<file path="config.mk">
export PLATFORM = sky130hd
export DESIGN_NAME = partial_report_queue
export DESIGN_NICKNAME = d
export VERILOG_FILES = /design/src/rtl/prq_pkg.sv /design/src/rtl/prq_fifo.sv /design/src/rtl/prq_readmux.sv /design/src/rtl/partial_report_queue.sv
export SDC_FILE = /design/constraint.sdc
export NUM_CORES = 1
export LEC_CHECK = 0
export BUFFER_PORTS_ARGS = -buffer_cell sky130_fd_sc_hd__buf_2
export CORE_UTILIZATION = 32
export DETAILED_ROUTE_END_ITERATION = 8
export SKIP_LAST_GASP = 1
export SLEW_MARGIN = 20
export SYNTH_ARGS = -nofsm -noshare
export SYNTH_HDL_FRONTEND = slang
export SYNTH_SLANG_ARGS = --single-unit
export TNS_END_PERCENT = 5
</file>
<file path="constraint.sdc">
create_clock -name clk -period 9.37 [get_ports clk]
set_input_delay 1.874 -clock clk [delete_from_list [all_inputs] [get_ports clk]]
set_output_delay 1.874 -clock clk [all_outputs]
set_load 0.05 [all_outputs]
</file>
<file path="src/rtl/prq_pkg.sv">
package prq_pkg;
  localparam logic [11:0] ADDR_DONE = 12'h428;
  localparam logic [11:0] ADDR_LEN  = 12'h44c;
  localparam logic [11:0] ADDR_ID   = 12'h450;

  // circular pointer advance for any depth
  function automatic int wrap_inc(int ptr, int depth);
    return (ptr == depth - 1) ? 0 : ptr + 1;
  endfunction

  // completion word: pending flag on top of the completed-ID bits
  function automatic logic [31:0] done_word(logic pend, logic [30:0] bits);
    return {pend, bits};
  endfunction
endpackage

</file>
<file path="src/rtl/prq_fifo.sv">
module prq_fifo #(
  parameter int DEPTH = 4,
  parameter int W     = 8
) (
  input  logic                       clk,
  input  logic                       rst_n,
  input  logic                       flush,
  input  logic                       push,
  input  logic                       pop,
  input  logic [W-1:0]               din,
  output logic [W-1:0]               head,
  output logic [$clog2(DEPTH+1)-1:0] level,
  output logic                       full,
  output logic                       empty
);
  localparam int PW = (DEPTH > 1) ? $clog2(DEPTH) : 1;
  localparam int CW = $clog2(DEPTH + 1);

  logic [W-1:0]  mem [DEPTH];
  logic [PW-1:0] wr_ptr, rd_ptr;

  always_ff @(posedge clk) begin
    if (push) mem[wr_ptr] <= din;
  end

  always_ff @(posedge clk) begin
    if (!rst_n || flush) begin
      wr_ptr <= '0;
      rd_ptr <= '0;
      level  <= '0;
    end else begin
      if (push) wr_ptr <= PW'(prq_pkg::wrap_inc(int'(wr_ptr), DEPTH));
      if (pop)  rd_ptr <= PW'(prq_pkg::wrap_inc(int'(rd_ptr), DEPTH));
      case ({push, pop})
        2'b10:   level <= level + CW'(1);
        2'b01:   level <= level - CW'(1);
        default: level <= level;
      endcase
    end
  end

  assign head  = mem[rd_ptr];
  assign full  = (level == CW'(DEPTH));
  assign empty = (level == '0);
endmodule

</file>
<file path="src/rtl/prq_readmux.sv">
module prq_readmux #(
  parameter int ID_W  = 5,
  parameter int LEN_W = 24
) (
  input  logic             rd_en,
  input  logic [11:0]      rd_addr,
  input  logic             empty,
  input  logic [ID_W-1:0]  head_id,
  input  logic [LEN_W-1:0] head_len,
  input  logic [30:0]      done_bits,
  output logic [31:0]      rd_data
);
  always_comb begin
    rd_data = '0;
    if (rd_en) begin
      case (rd_addr)
        prq_pkg::ADDR_DONE: rd_data = prq_pkg::done_word(!empty, done_bits);
        prq_pkg::ADDR_LEN:  rd_data = empty ? '0 : 32'(head_len);
        prq_pkg::ADDR_ID:   rd_data = empty ? '0 : 32'(head_id);
        default:            rd_data = '0;
      endcase
    end
  end
endmodule

</file>
<file path="src/rtl/partial_report_queue.sv">
module partial_report_queue #(
  parameter int DEPTH          = 4,
  parameter int ID_W           = 5,
  parameter int LEN_W          = 24,
  parameter bit REPORT_SUPPORT = 1'b1
) (
  input  logic             clk,
  input  logic             rst_n,
  input  logic             eot_valid,
  input  logic [ID_W-1:0]  eot_id,
  input  logic [LEN_W-1:0] eot_bytes,
  input  logic             eot_early,
  input  logic             eot_report_en,
  input  logic             abort,
  input  logic [30:0]      done_bits,
  input  logic             rd_en,
  input  logic [11:0]      rd_addr,
  output logic [31:0]      rd_data,
  output logic             pending,
  output logic             overflow
);
  localparam int W  = ID_W + LEN_W;
  localparam int CW = $clog2(DEPTH + 1);

  logic          want, id_read, pop_fire, push_ok, drop;
  logic          full, empty;
  logic [W-1:0]  head;
  logic [CW-1:0] level;

  generate
    if (REPORT_SUPPORT) begin : g_rep
      assign want = eot_valid && eot_early && eot_report_en;
    end else begin : g_norep
      assign want = 1'b0;
    end
  endgenerate

  assign id_read  = rd_en && (rd_addr == prq_pkg::ADDR_ID);
  assign pop_fire = id_read && !empty && !abort;
  assign push_ok  = want && !abort && (!full || pop_fire);
  assign drop     = want && !abort && full && !pop_fire;

  prq_fifo #(.DEPTH(DEPTH), .W(W)) u_fifo (
    .clk(clk), .rst_n(rst_n), .flush(abort),
    .push(push_ok), .pop(pop_fire), .din({eot_id, eot_bytes}),
    .head(head), .level(level), .full(full), .empty(empty)
  );

  always_ff @(posedge clk) begin
    if (!rst_n || abort) overflow <= 1'b0;
    else if (drop)       overflow <= 1'b1;
  end

  prq_readmux #(.ID_W(ID_W), .LEN_W(LEN_W)) u_rd (
    .rd_en(rd_en), .rd_addr(rd_addr), .empty(empty),
    .head_id(head[W-1:LEN_W]), .head_len(head[LEN_W-1:0]),
    .done_bits(done_bits), .rd_data(rd_data)
  );

  assign pending = !empty;
endmodule

</file>
==> flow_metrics.env <==
export IMPL_syn_cell_area_sq_um=5350
export IMPL_pwr_share_clk_pct=47.8
export IMPL_holdPathEnd="overflow"
export IMPL_cts_tree="done"
export IMPL_grt_busiest_layer="met2"
export IMPL_tns_ns=0
export IMPL_placed_cell_area_sq_um=6160
export IMPL_worst_hold_path_num_cells=2
export IMPL_die_w_um=131
export IMPL_min_from="overflow"
export IMPL_worstSetupPathType="input port to primary output"
export IMPL_path_clk_slew_ns=0.05
export IMPL_cp_data_required_time_ns=7.50
export IMPL_use_met3_pct=5.36
export IMPL_hold_buffers=0
export IMPL_final_max_slew_viol_count=0
export IMPL_cts_sinks=126
export IMPL_cts_root_buf="clkbuf_16"
export IMPL_die_area_sq_um=17200
export IMPL_min_path_type="flop to flop"
export IMPL_rsz0062_at_grt="false"
export IMPL_first_iter_violations=139
export IMPL_p_per_area_nw_per_um2=186
export IMPL_port_buffers=112
export IMPL_via_per_inst=4.84
export IMPL_fp_dieH_um=131
export IMPL_wl_per_cell_um=18.2
export IMPL_leakage_uw=0.00234
export IMPL_status="complete, no violations"
export IMPL_synth_avg_cell_area_sq_um=17.2
export IMPL_routed_wl_mm=12.1
export IMPL_dr_pass1_iters=4
export IMPL_yosysUniqueCellTypes=43
export IMPL_drive_gt1_share_pct=43.0
export IMPL_finClkSkew_ns=0.00313
export IMPL_drc=0
export IMPL_cts_buffers=17
export IMPL_internal_power_uw=995
export IMPL_p_sw_share_pct=20.2
export IMPL_final_net_count=518
export IMPL_synth_warnings=0
export IMPL_final_cell_mix="edfxtp_1 (116), buf_2 (112), mux4_2 (29)"
export IMPL_switching_power_uw=252
export IMPL_overflow=0
export IMPL_io_pins=113
export IMPL_seqPwrFrac_pct=49.5
export IMPL_cts_buffer_depth=2
export IMPL_drv_cap=0
export IMPL_fin_crit_ns=6.30
export IMPL_grt_pass1_wl_mm=19.0
export IMPL_post_cts_resized=0
export IMPL_cp_arrival_ns=4.43
export IMPL_hold_ws_ns=0.476
export IMPL_reg2regPathDepth=7
export IMPL_worstMarginPinSlew_ns=1.06
export IMPL_placement_rows=46
export IMPL_fill_cells=1486
export IMPL_clk_insertion_delay_late_ns=0.41
export IMPL_h_tree_depth=4
export IMPL_ant_nets=0
export IMPL_syn_to_final_growth_pct=25.5
export IMPL_grt_max_degree=30
export IMPL_fin_crit_sh_pct=67.3
export IMPL_r2r_start="u_fifo.level[1]"
export IMPL_hpwl_mm=7.74
export IMPL_vias=3216
export IMPL_p_comb_share_pct=2.7
export IMPL_grt_pass1_vias=3383
export IMPL_antenna_found_initial=2
export IMPL_synthCells=311
export IMPL_grt_use_total_pct=15.0
export IMPL_syn_nets=396
export IMPL_end_kind="primary output"
export IMPL_ys_ff_latch=126
export IMPL_setup_viol=0
export IMPL_regToRegEndpoint="u_fifo.level[2]"
export IMPL_post_cts_buffers=0
export IMPL_start_kind="input port"
export IMPL_hold_viol=0
export IMPL_slew_headroom_pct=29.0
export IMPL_grt_util_met1_pct=18.4
export IMPL_final_area_sq_um=6710
export IMPL_fmax_mhz=159
export IMPL_gp_congestion=0.815
export IMPL_vdd_drop_max_uv=131
export IMPL_synth_seq_area_share_pct=68.8
export IMPL_start_util_pct=33.2
export IMPL_grt_use_met2_pct=24.3
export IMPL_ff2ff_setup_slack_ns=7.12
export IMPL_crit_fanout=20
export IMPL_layout_commonest_cell="edfxtp_1"
export IMPL_core_sq_um=16100
-- metrics by stage --
stage / power [uW] / util (%) / worst slack (ns) / instances
2_1_floorplan: 639 / - / 3.60 / 311
3_3_place_gp: 662 / 38.2 / 3.17 / 630
3_5_place_dp: 664 / 38.2 / 3.02 / 630
4_1_cts: 1260 / 41.6 / 3.01 / 662
5_1_grt: 1290 / 41.6 / 2.78 / 662
6_report: 1250 / 41.7 / 3.07 / 664
-- worst max path at each step --
stage	depth (start not counted)	startpoint	endpoint
floorplan	6	rd_addr[7]	rd_data[13]
global placement	7	rd_addr[7]	rd_data[20]
detailed placement	7	rd_addr[7]	rd_data[9]
CTS	7	rd_addr[7]	rd_data[9]
global route	7	rd_addr[7]	rd_data[22]
finish	7	rd_addr[7]	rd_data[16]
-- layer usage --
layer,up-vias,routed length (um)
met3,14,1050
met4,0,136
met2,122,5790
met1,1571,5100
met5,-,0
li1,1509,-
-- final cells by class --
class / count / area, sq um / area share (%)
Multi-Input combinational cell: 168 / 1590 / 23.7
Antenna cell: 2 / 5.00 / 0.0745
Clock inverter: 15 / 123 / 1.83
Timing Repair Buffer: 118 / 606 / 9.02
Tap cell: 216 / 270 / 4.03
Sequential cell: 126 / 3680 / 54.9
Inverter: 2 / 7.51 / 0.112
Clock buffer: 17 / 425 / 6.34
-- sequential cells by signal (all words and copies together), names as in the netlist, named ones only --
| register | flops |
|---|---|
| u_fifo.mem | 116 |
| overflow | 1 |
| u_fifo.rd_ptr | 2 |
| u_fifo.wr_ptr | 2 |
| u_fifo.level | 3 |
-- synth_stat cells, drive strengths merged --
library cell	count	area [sq um]
and4b	2	20.0
nand4b	2	32.5
o21ai	5	28.8
nor4b	2	32.5
and3	5	31.3
o21bai	1	7.51
nor2b	2	12.5
o31ai	1	7.51
nor3b	2	20.0
inv	2	7.51
a22oi	19	143
edfxtp	116	3480
nor2	27	101
fa	1	20.0
o21a	1	7.51
nand2	5	18.8
or4b	2	27.5
ha	5	62.6
or3b	2	20.0
mux4	29	653
nand2b	6	37.5
clkbuf	6	22.5
a31oi	1	6.26
nor3	7	56.3
or3	2	12.5
nor4	1	12.5
and2	8	50.1
and4	1	8.76
buf	9	55.1
nand3b	2	15.0
a21oi	17	85.1
a211oi	1	7.51
nand3	9	45.0
dfxtp	10	200
-- worst max-delay path, cell delays in order --
cell     delay [ns]
buf_2          0.09
nor3_1         0.51
and4_1         0.46
and2_1         0.85
a22oi_1        0.21
nor2_1         0.13
buf_2          0.28
-- power by group through the flow --
stage	combinational [uW]	sequential [uW]	clock, uW
after floorplan	10.3	629	0
after global placement	33.2	629	0
after detailed placement	34.6	629	0
after CTS	34.7	617	611
after global routing	38.2	617	635
final	34.2	617	596
-- cell families (layout without fill, tap and decap cells) --
family / Yosys count / count (layout) / share of synthesized area [%]
compound gates: 46 / 46 / 5.47
fa+ha+maj: 6 / 6 / 1.54
buf+inv: 17 / 152 / 1.59
flops: 126 / 126 / 68.8
mux: 29 / 29 / 12.2
other cells: 0 / 2 / 0
simple gates: 87 / 87 / 10.4
Note: power is estimated with default switching activity, not from simulation.
